--- config.mk ---
export PLATFORM = sky130hd
export DESIGN_NAME = idle_cell_gate
export DESIGN_NICKNAME = d
export VERILOG_FILES = /design/src/rtl/icf_pkg.sv /design/src/rtl/icf_regs.sv /design/src/rtl/icf_match.sv /design/src/rtl/icf_flow.sv /design/src/rtl/idle_cell_gate.sv
export SDC_FILE = /design/constraint.sdc
export NUM_CORES = 1
export LEC_CHECK = 0
export ABC_CLOCK_PERIOD_IN_PS = 4390
export BUFFER_PORTS_ARGS = -buffer_cell sky130_fd_sc_hd__buf_4
export CELL_PAD_IN_SITES_DETAIL_PLACEMENT = 1
export CELL_PAD_IN_SITES_GLOBAL_PLACEMENT = 1
export CORE_ASPECT_RATIO = 0.8
export CORE_UTILIZATION = 35
export DETAILED_ROUTE_END_ITERATION = 10
export PLACE_DENSITY_LB_ADDON = 0.1
export SYNTH_ARGS = -nofsm -noshare
export SYNTH_HDL_FRONTEND = slang
export SYNTH_SLANG_ARGS = --single-unit
--- constraint.sdc ---
create_clock -name clk -period 4.39 [get_ports clk]
set_clock_uncertainty 0.15 [all_clocks]
set_input_delay 0.439 -clock clk [delete_from_list [all_inputs] [get_ports clk]]
set_output_delay 0.439 -clock clk [all_outputs]
set_load 0.1 [all_outputs]
--- src/rtl/icf_pkg.sv ---
package icf_pkg;
    typedef enum logic [2:0] {
        FS_HUNT,
        FS_HDR,
        FS_EMIT,
        FS_PASS,
        FS_DROP
    } flow_state_e;
endpackage

--- src/rtl/icf_regs.sv ---
module icf_regs #(
    parameter int unsigned DW       = 8,
    parameter int unsigned NB       = 4,
    parameter int unsigned AW       = 8,
    parameter int unsigned DISC_BIT = 4,
    parameter logic [AW-1:0] CFG_ADDR = 'h4C,
    parameter logic [AW-1:0] PAT_BASE = 'h50,
    parameter logic [AW-1:0] MSK_BASE = 'h54
) (
    input  logic                   clk,
    input  logic                   rst_n,
    input  logic                   reg_we,
    input  logic [AW-1:0]          reg_addr,
    input  logic [DW-1:0]          reg_wdata,
    output logic [DW-1:0]          reg_rdata,
    input  logic                   snap,
    output logic [NB-1:0][DW-1:0]  act_pat,
    output logic [NB-1:0][DW-1:0]  act_msk,
    output logic                   act_disc
);
    localparam int unsigned CFG_W = DW - 1;

    typedef struct packed {
        logic [CFG_W-1:0]         cfg;
        logic [NB-1:0][DW-1:0]    pat;
        logic [NB-1:0][DW-1:0]    msk;
        logic [NB-1:0][DW-1:0]    a_pat;
        logic [NB-1:0][DW-1:0]    a_msk;
        logic                     a_disc;
    } regs_t;

    regs_t r_d, r_q;

    always_comb begin
        r_d = r_q;
        // snapshot uses the values held before any write of this cycle
        if (snap) begin
            r_d.a_pat  = r_q.pat;
            r_d.a_msk  = r_q.msk;
            r_d.a_disc = r_q.cfg[DISC_BIT];
        end
        if (reg_we) begin
            if (reg_addr == CFG_ADDR) begin
                r_d.cfg = reg_wdata[CFG_W-1:0];
            end
            for (int i = 0; i < NB; i++) begin
                if (reg_addr == PAT_BASE + AW'(i)) r_d.pat[i] = reg_wdata;
                if (reg_addr == MSK_BASE + AW'(i)) r_d.msk[i] = reg_wdata;
            end
        end
    end

    always_ff @(posedge clk or negedge rst_n) begin
        if (!rst_n) r_q <= '0;
        else        r_q <= r_d;
    end

    always_comb begin
        reg_rdata = '0;
        if (reg_addr == CFG_ADDR) reg_rdata = DW'(r_q.cfg);
        for (int i = 0; i < NB; i++) begin
            if (reg_addr == PAT_BASE + AW'(i)) reg_rdata = r_q.pat[i];
            if (reg_addr == MSK_BASE + AW'(i)) reg_rdata = r_q.msk[i];
        end
    end

    assign act_pat  = r_q.a_pat;
    assign act_msk  = r_q.a_msk;
    assign act_disc = r_q.a_disc;
endmodule

--- src/rtl/icf_match.sv ---
module icf_match #(
    parameter int unsigned DW = 8,
    parameter int unsigned NB = 4
) (
    input  logic [NB-1:0][DW-1:0] hdr,
    input  logic [NB-1:0][DW-1:0] pat,
    input  logic [NB-1:0][DW-1:0] msk,
    output logic                  hit
);
    logic [NB-1:0] byte_ok;

    for (genvar g = 0; g < NB; g++) begin : g_byte
        assign byte_ok[g] = ~|((hdr[g] ^ pat[g]) & msk[g]);
    end

    assign hit = &byte_ok;
endmodule

--- src/rtl/icf_flow.sv ---
module icf_flow
    import icf_pkg::*;
#(
    parameter int unsigned DW   = 8,
    parameter int unsigned NB   = 4,
    parameter int unsigned CELL = 53
) (
    input  logic                  clk,
    input  logic                  rst_n,
    input  logic                  in_valid,
    input  logic                  in_sop,
    input  logic [DW-1:0]         in_data,
    output logic                  in_ready,
    output logic                  out_valid,
    output logic                  out_sop,
    output logic [DW-1:0]         out_data,
    input  logic                  out_ready,
    input  logic                  hit,
    input  logic                  disc,
    output logic                  snap,
    output logic [NB-1:0][DW-1:0] hdr_cmp,
    output logic                  idle_drop
);
    localparam int unsigned IW = (NB > 1) ? $clog2(NB) : 1;
    localparam int unsigned CW = $clog2(CELL + 1);
    localparam logic [IW-1:0] LAST_IDX = IW'(NB - 1);
    localparam logic [CW-1:0] LAST_CNT = CW'(CELL - 1);
    localparam logic [CW-1:0] HDR_CNT  = CW'(NB);

    typedef struct packed {
        flow_state_e            st;
        logic [IW-1:0]          idx;
        logic [CW-1:0]          cnt;
        logic [NB-1:0][DW-1:0]  hold;
        logic                   pulse;
    } flow_t;

    flow_t f_d, f_q;

    always_comb begin
        f_d       = f_q;
        f_d.pulse = 1'b0;
        in_ready  = 1'b0;
        out_valid = 1'b0;
        out_sop   = 1'b0;
        out_data  = '0;
        snap      = 1'b0;
        unique case (f_q.st)
            FS_HUNT: begin
                in_ready = 1'b1;
                if (in_valid && in_sop) begin
                    f_d.hold[0] = in_data;
                    f_d.idx     = IW'(1);
                    f_d.st      = FS_HDR;
                    snap        = 1'b1;
                end
            end
            FS_HDR: begin
                in_ready = 1'b1;
                if (in_valid) begin
                    f_d.hold[f_q.idx] = in_data;
                    if (f_q.idx == LAST_IDX) begin
                        f_d.cnt = HDR_CNT;
                        f_d.idx = '0;
                        if (hit && disc) begin
                            f_d.st    = FS_DROP;
                            f_d.pulse = 1'b1;
                        end else begin
                            f_d.st = FS_EMIT;
                        end
                    end else begin
                        f_d.idx = f_q.idx + IW'(1);
                    end
                end
            end
            FS_EMIT: begin
                out_valid = 1'b1;
                out_data  = f_q.hold[f_q.idx];
                out_sop   = (f_q.idx == '0);
                if (out_ready) begin
                    if (f_q.idx == LAST_IDX) f_d.st = FS_PASS;
                    else                     f_d.idx = f_q.idx + IW'(1);
                end
            end
            FS_PASS: begin
                out_valid = in_valid;
                out_data  = in_data;
                in_ready  = out_ready;
                if (in_valid && out_ready) begin
                    f_d.cnt = f_q.cnt + CW'(1);
                    if (f_q.cnt == LAST_CNT) f_d.st = FS_HUNT;
                end
            end
            FS_DROP: begin
                in_ready = 1'b1;
                if (in_valid) begin
                    f_d.cnt = f_q.cnt + CW'(1);
                    if (f_q.cnt == LAST_CNT) f_d.st = FS_HUNT;
                end
            end
            default: f_d.st = FS_HUNT;
        endcase
    end

    always_ff @(posedge clk or negedge rst_n) begin
        if (!rst_n) f_q <= '0;
        else        f_q <= f_d;
    end

    // last header byte is compared live while the first ones come from the hold buffer
    always_comb begin
        hdr_cmp         = f_q.hold;
        hdr_cmp[NB-1]   = in_data;
    end

    assign idle_drop = f_q.pulse;
endmodule

--- src/rtl/idle_cell_gate.sv ---
module idle_cell_gate #(
    parameter int unsigned DATA_W     = 8,
    parameter int unsigned HDR_BYTES  = 4,
    parameter int unsigned CELL_BYTES = 53,
    parameter int unsigned ADDR_W     = 8,
    parameter int unsigned DISC_BIT   = 4,
    parameter logic [ADDR_W-1:0] CFG_ADDR = 'h4C,
    parameter logic [ADDR_W-1:0] PAT_BASE = 'h50,
    parameter logic [ADDR_W-1:0] MSK_BASE = 'h54
) (
    input  logic              clk,
    input  logic              rst_n,
    input  logic              reg_we,
    input  logic [ADDR_W-1:0] reg_addr,
    input  logic [DATA_W-1:0] reg_wdata,
    output logic [DATA_W-1:0] reg_rdata,
    input  logic              in_valid,
    input  logic              in_sop,
    input  logic [DATA_W-1:0] in_data,
    output logic              in_ready,
    output logic              out_valid,
    output logic              out_sop,
    output logic [DATA_W-1:0] out_data,
    input  logic              out_ready,
    output logic              idle_drop
);
    logic                             snap;
    logic                             hit;
    logic                             act_disc;
    logic [HDR_BYTES-1:0][DATA_W-1:0] act_pat;
    logic [HDR_BYTES-1:0][DATA_W-1:0] act_msk;
    logic [HDR_BYTES-1:0][DATA_W-1:0] hdr_cmp;

    icf_regs #(
        .DW(DATA_W), .NB(HDR_BYTES), .AW(ADDR_W), .DISC_BIT(DISC_BIT),
        .CFG_ADDR(CFG_ADDR), .PAT_BASE(PAT_BASE), .MSK_BASE(MSK_BASE)
    ) u_regs (
        .clk(clk), .rst_n(rst_n), .reg_we(reg_we), .reg_addr(reg_addr),
        .reg_wdata(reg_wdata), .reg_rdata(reg_rdata), .snap(snap),
        .act_pat(act_pat), .act_msk(act_msk), .act_disc(act_disc)
    );

    icf_match #(.DW(DATA_W), .NB(HDR_BYTES)) u_match (
        .hdr(hdr_cmp), .pat(act_pat), .msk(act_msk), .hit(hit)
    );

    icf_flow #(.DW(DATA_W), .NB(HDR_BYTES), .CELL(CELL_BYTES)) u_flow (
        .clk(clk), .rst_n(rst_n), .in_valid(in_valid), .in_sop(in_sop),
        .in_data(in_data), .in_ready(in_ready), .out_valid(out_valid),
        .out_sop(out_sop), .out_data(out_data), .out_ready(out_ready),
        .hit(hit), .disc(act_disc), .snap(snap), .hdr_cmp(hdr_cmp),
        .idle_drop(idle_drop)
    );
endmodule

## Yosys cells after proc, flatten, opt, wreduce, memory -nomap -nowiden

Index checks and enable logic that the tools add are counted.

- Register bits after elaboration: 180
- Bits in latches: 0
- RAM bits: 0
- Bits in read-only memories: 0
- Output and inout port bits: 20
- Memories kept: 0

- Add/sub/neg operators: 2
- $mul: 0
- Div/mod/pow operators: 0
- Order comparisons: 2
- Eq/ne operators: 23
- Shift operators: 0
- Mux-type cells: 42
- Bitwise operators: 8
- Reductions and logical operators: 33

Operators by type and width:

| kind | count |
|---|---|
| $mux W8 | 11 |
| $eq A8 B7 Y1 const B | 9 |
| $mux W44 | 1 |
| $and A8 B8 Y8 | 4 |
| $bwmux W32 | 1 |
| $pmux W8 S2 | 2 |
| $reduce_or A8 Y1 | 4 |
| $xor A8 B8 Y8 | 4 |
| $reduce_and A2 Y1 | 10 |
| $mux W3 | 6 |
| $mux W6 | 3 |
| $pmux W6 S3 | 1 |
| $bmux W8 S2 | 1 |
| $demux W8 S2 | 1 |
| $pmux W3 S5 | 1 |
| $mux W5 | 2 |
| $reduce_and A5 Y1 | 2 |
| $ne A2 B1 Y1 const B | 4 |
| $ne A2 B2 Y1 const B | 4 |
| $mux W7 | 1 |
| $reduce_and A7 Y1 | 1 |
| $add A6 B1 Y6 const B | 1 |
| $eq A3 B2 Y1 const B | 2 |
| $eq A6 B6 Y1 const B | 1 |
| other kinds (19) | 33 |

## Depth between registers and ports, before layout

- Word-level depth: 10
- Mapped depth: 7

## Modules after synthesis

Synthesis repeated with hierarchy kept, for this count alone.

- Cell total of the unflattened synthesis: 763
- Area total of the unflattened synthesis: 9570.4 um^2

By module, submodules not included:

| module | times used | cells an instance | area each (um^2) | seq. area each (um^2) |
|---|---|---|---|---|
| icf_regs | 1 | 485 | 6478.7 | 3403.3 |
| icf_flow | 1 | 225 | 2653.8 | 1101.1 |
| icf_match | 1 | 53 | 437.9 | 0.0 |

## Worst setup path after synthesis

OpenSTA, ideal clock, no wires.

- Kind: input-to-output
- Start point: input port reg_addr[7]
- End point: output port reg_rdata[0]
- Arrival time: 3.125 ns
- Required time: 3.801 ns
- Slack: 0.676 ns
- Stages: 6
- Cell sequence: or3b_4 > nor4bb_1 > buf_2 > nand2_1 > a32o_1 > a21oi_1

- Word-level cells in the longest chain between the ends: 10

Ends and longest elaborated chain:

| element | line | text |
|---|---|---|
| start, declared | idle_cell_gate.sv:14 | `input logic [ADDR_W-1:0] reg_addr,` |
| $eq A8 B7 Y1 | icf_regs.sv:60 | `if (reg_addr == CFG_ADDR) reg_rdata = DW'(r_q.cfg);` |
| $mux W7 | icf_regs.sv:60 |  |
| $mux W8 | icf_regs.sv:62 | `if (reg_addr == PAT_BASE + AW'(i)) reg_rdata = r_q.pat[i];` |
| $mux W8 | icf_regs.sv:63 | `if (reg_addr == MSK_BASE + AW'(i)) reg_rdata = r_q.msk[i];` |
| $mux W8 | icf_regs.sv:62 |  |
| $mux W8 | icf_regs.sv:63 |  |
| $mux W8 | icf_regs.sv:62 |  |
| $mux W8 | icf_regs.sv:63 |  |
| $mux W8 | icf_regs.sv:62 |  |
| $mux W8 * | icf_regs.sv:63 |  |
| end, declared | idle_cell_gate.sv:16 | `output logic [DATA_W-1:0] reg_rdata,` |

Mark *: on every way between the ends. The rest lies on a longest branch, timed or not.

## Worst setup path after layout

- Start point: input port reg_addr[0]
- End point: output port reg_rdata[4]

The elaborated chain is that of the path after synthesis.

==> impl_summary.md <==
Logic synthesis
The cell area after technology mapping is 0.00894 mm^2. Among all flip-flop cells after synthesis, the most frequent one is sky130_fd_sc_hd__dfrtp_1. The average size of a mapped cell is 12.0 um^2.

Counting every instance in the synthesized netlist gives 742. In this run, synthesis produced a sequential element count of 180. When the netlist entered floorplanning its net count stood at 778. For this run, the register share of the synthesized area comes to 50.4%. Of all flip-flops after synthesis, the portion carrying an async set or reset was 100%. Counting distinct cell types in the post-synthesis netlist gives 60.

Yosys printed 0 warnings. The number of synthesized flops with an enable pin is 0.

Clock tree
The number of hold buffers added after CTS was 1. The CTS clock-pin slew for the worst setup and hold paths is 0.07 ns. The TritonCTS clock tree is done. Buffers inserted during clock tree synthesis total 17. The number of H-tree levels is 4. The number of buffers inserted by post-CTS setup repair is 0. The buffer cell driving the clock tree root is sky130_fd_sc_hd__clkbuf_16.

For the worst-skew pair, the clock arrives at the later sink with an insertion delay of 0.44 ns. In this run the deepest clock path goes through 2 buffers. The total of cells resized after clock tree synthesis is 0. CTS saw 180 sinks.

Layout
The proportion of layout cells with a drive suffix above 1 is 35.6%. The layout-stage area growth over the synthesis result is 14.2%. The number of diodes added for antenna fixing is 0. The final layout net count is 820.

Timing
Summed over all failing endpoints, the final setup total negative slack is 0 ns. The number of slew-limit violations in the final report is 0. The achievable clock frequency is 0.325 GHz. Subtracting the final worst setup slack from the clock period gives 3.08 ns. The final critical path takes up 70.1% of the cycle. Measured against its own limit, the worst slew margin works out to 24.5%. The transition at the pin with the smallest max-transition slack is 1.13 ns. Setup violations remaining at the end of the flow were counted as 0. Setup repair after global routing left no endpoint under its margin. Final hold analysis gives a worst-case slack of 0.141 ns. The total count of hold-check failures in the final report is 0.

Hold path
The min-delay analysis places its worst path in the category in -> reg.

Setup path
The worst setup path is captured at a primary output. The setup slack on the worst flop-to-flop path is 1.56 ns. The worst reg2reg path endpoint is u_flow.f_q[35]$_DFFE_PN0P_. STA classifies the critical path startpoint as an input port. The critical path data required time is 3.80 ns. The number of cells on the worst reg-to-reg path is 6. The termination of the worst setup path is reg_rdata[4]. Data on the critical path arrives at its endpoint at 2.49 ns.

The worst setup path is of the in -> out kind. The launch point of the worst reg-to-reg path is u_flow.f_q[39]$_DFFE_PN0P_. The largest fanout on the critical path is 30. The most critical setup path has its startpoint at reg_addr[0].

Global routing
The number of antenna violations at the first check in global routing was 0. The total overflow reported by the global router is 0. The via count of the first global-routing pass is 6765. Across every metal layer, demand over resource in global routing totals 20.8%. The global-route wire length before repair is 41.0 mm.

Entering global routing, the biggest net connects 93 pins.

Floorplanning
The x dimension of the die is 181 um. Once the floorplan was initialized, standard cells occupied 36.2% of the core. The die span in y is 145 um. The site row count is 51. The overall die area is 0.0262 mm^2.

The core outline area is 0.0247 mm^2. During I/O placement, the number of pins put on the boundary was 50.

Pwr
In this run the static leakage power is 4.93 nW. The total power of the final layout is 0.00543 W. The maximum resistive drop on vdd is 289 uV. The power density over the cells is 532 mW/mm^2.

Route
The final wirelength is 25.8 mm. The number of routed nets with antenna violations is 0. Dividing the detail-routed wire length by the instance count gives 23.2 um. The overall via count from detail_route is 6123. The detail-routed via count per cell is 5.50. For this run, the detailed router's first-pass iteration total came to 4. The detailed router finished its first iteration with 303 violations. For this run, design rule violations remaining after detail routing come to 0.

Place
The number of buffers inserted by port buffering is 49. The congestion estimate from routability-driven global placement came to 0.869. Once detailed placement completed, the half-perimeter wirelength came to 19.2 mm.

Run status
The run finished with clean final reports.

Job
The tool flagged a number of max-cap violations equal to 0.
## flip-flops by register name (all words and copies together) (netlist names)
signal / cells
u_flow.f_q: 19
u_flow.hdr_cmp: 24
u_flow.idle_drop: 1
u_regs.act_disc: 1
u_regs.act_msk: 32
u_regs.act_pat: 32
u_regs.r_q: 71
## Yosys cell counts (all sizes together), types with 8 or more instances
library cell    n  area [um^2]
a22oi          20          150
xor2           34          298
o21ai          31          155
clkbuf         14         52.6
nand4           8         50.1
nor4            8         65.1
a21oi          36          184
nand3          20          110
buf            19          106
nand2          85          332
mux4           12          270
nor2           29          149
dfrtp         180         4500
inv            13         48.8
mux2          164         1850
## report_power, final
| part | internal (W) | total (W) | switching [W] |
|---|---|---|---|
| combinational | 0.000619 | 0.00158 | 0.000958 |
| clock | 0.000857 | 0.00157 | 0.000713 |
| sequential | 0.00194 | 0.00228 | 0.000344 |
| total | 0.00341 | 0.00543 | 0.00201 |
## through the flow
stage | util (%) | cells | setup slack, ns | area, um^2
2_1_floorplan | - | 742 | 0.676 | 8940
3_3_place_gp | 38.9 | 1082 | 1.37 | 9600
3_5_place_dp | 38.9 | 1082 | 1.28 | 9600
6_report | 41.3 | 1114 | 1.31 | 10200
5_1_grt | 41.3 | 1114 | 1.16 | 10200
4_1_cts | 41.3 | 1114 | 1.27 | 10200
## how the worst min path moves through the flow
stage	slack, ns	to	depth (start not counted)	startpoint
6_report	0.14	u_flow.hdr_cmp[2]$_DFFE_PN0P_	3	in_data[2]
5_1_grt	0.14	u_flow.hdr_cmp[18]$_DFFE_PN0P_	2	in_data[2]
4_1_cts	0.13	u_flow.hdr_cmp[23]$_DFFE_PN0P_	2	in_data[7]
3_5_place_dp	0.34	u_flow.f_q[27]$_DFFE_PN0P_	1	u_flow.f_q[27]$_DFFE_PN0P_
3_3_place_gp	0.33	u_flow.f_q[25]$_DFFE_PN0P_	1	u_flow.f_q[25]$_DFFE_PN0P_
2_1_floorplan	-0.007	u_flow.f_q[25]$_DFFE_PN0P_	0	rst_n
## metal layers
metal / global-route usage (%) / up-vias / part of all wire [%]
li1: - / 2771 / -
met1: 29.0 / 3256 / 46
met2: 34.0 / 78 / 49
met3: 3.01 / 18 / 3.2
met4: 5.09 / 0 / 0.89
met5: 0 / - / 0
## area by class of cell
cell class | instances | area, um^2
inverters | 13 | 48.8
clock inverters | 14 | 171
well taps | 318 | 398
fillers | 2594 | 14500
repair buffers | 56 | 427
clock buffers | 17 | 425
multi-input cells | 516 | 4230
flip-flops and latches | 180 | 4500
## critical path, cell delays in order
cell and delay, ns:
sky130_fd_sc_hd__buf_4 0.34, sky130_fd_sc_hd__inv_1 0.25, sky130_fd_sc_hd__nor4_4 0.44, sky130_fd_sc_hd__o21ai_0 0.19, sky130_fd_sc_hd__a32o_1 0.26, sky130_fd_sc_hd__a21oi_1 0.21
sky130_fd_sc_hd__buf_4 0.33
## layout by cell type (no fill, tap or decap), types with 8 or more instances in the layout
| master | count |
|---|---|
| sky130_fd_sc_hd__nand4_1 | 8 |
| sky130_fd_sc_hd__mux4_2 | 12 |
| sky130_fd_sc_hd__inv_1 | 12 |
| sky130_fd_sc_hd__a22oi_1 | 20 |
| sky130_fd_sc_hd__a21oi_1 | 35 |
| sky130_fd_sc_hd__o21ai_0 | 31 |
| sky130_fd_sc_hd__nand2_1 | 82 |
| sky130_fd_sc_hd__nor2_1 | 26 |
| sky130_fd_sc_hd__nand3_1 | 18 |
| sky130_fd_sc_hd__mux2_2 | 164 |
| sky130_fd_sc_hd__dfrtp_1 | 180 |
| sky130_fd_sc_hd__xor2_1 | 34 |
| sky130_fd_sc_hd__clkbuf_16 | 17 |
| sky130_fd_sc_hd__buf_4 | 54 |
## cells by family (layout without fill, tap and decap cells)
| kind of cell | after synthesis | after routing | share of synthesized area (%) |
|---|---|---|---|
| AO/OA/AOI/OAI | 114 | 114 | 8.06 |
| buffers and inverters | 46 | 100 | 2.32 |
| multiplexers | 182 | 182 | 24.4 |
| adder cells (fa/ha/maj) | 6 | 6 | 0.840 |
| XOR/XNOR | 35 | 35 | 3.43 |
| AND/OR/NAND/NOR | 179 | 179 | 10.6 |
| flip-flops | 180 | 180 | 50.4 |
No activity file was read; power rests on OpenSTA's default activity.
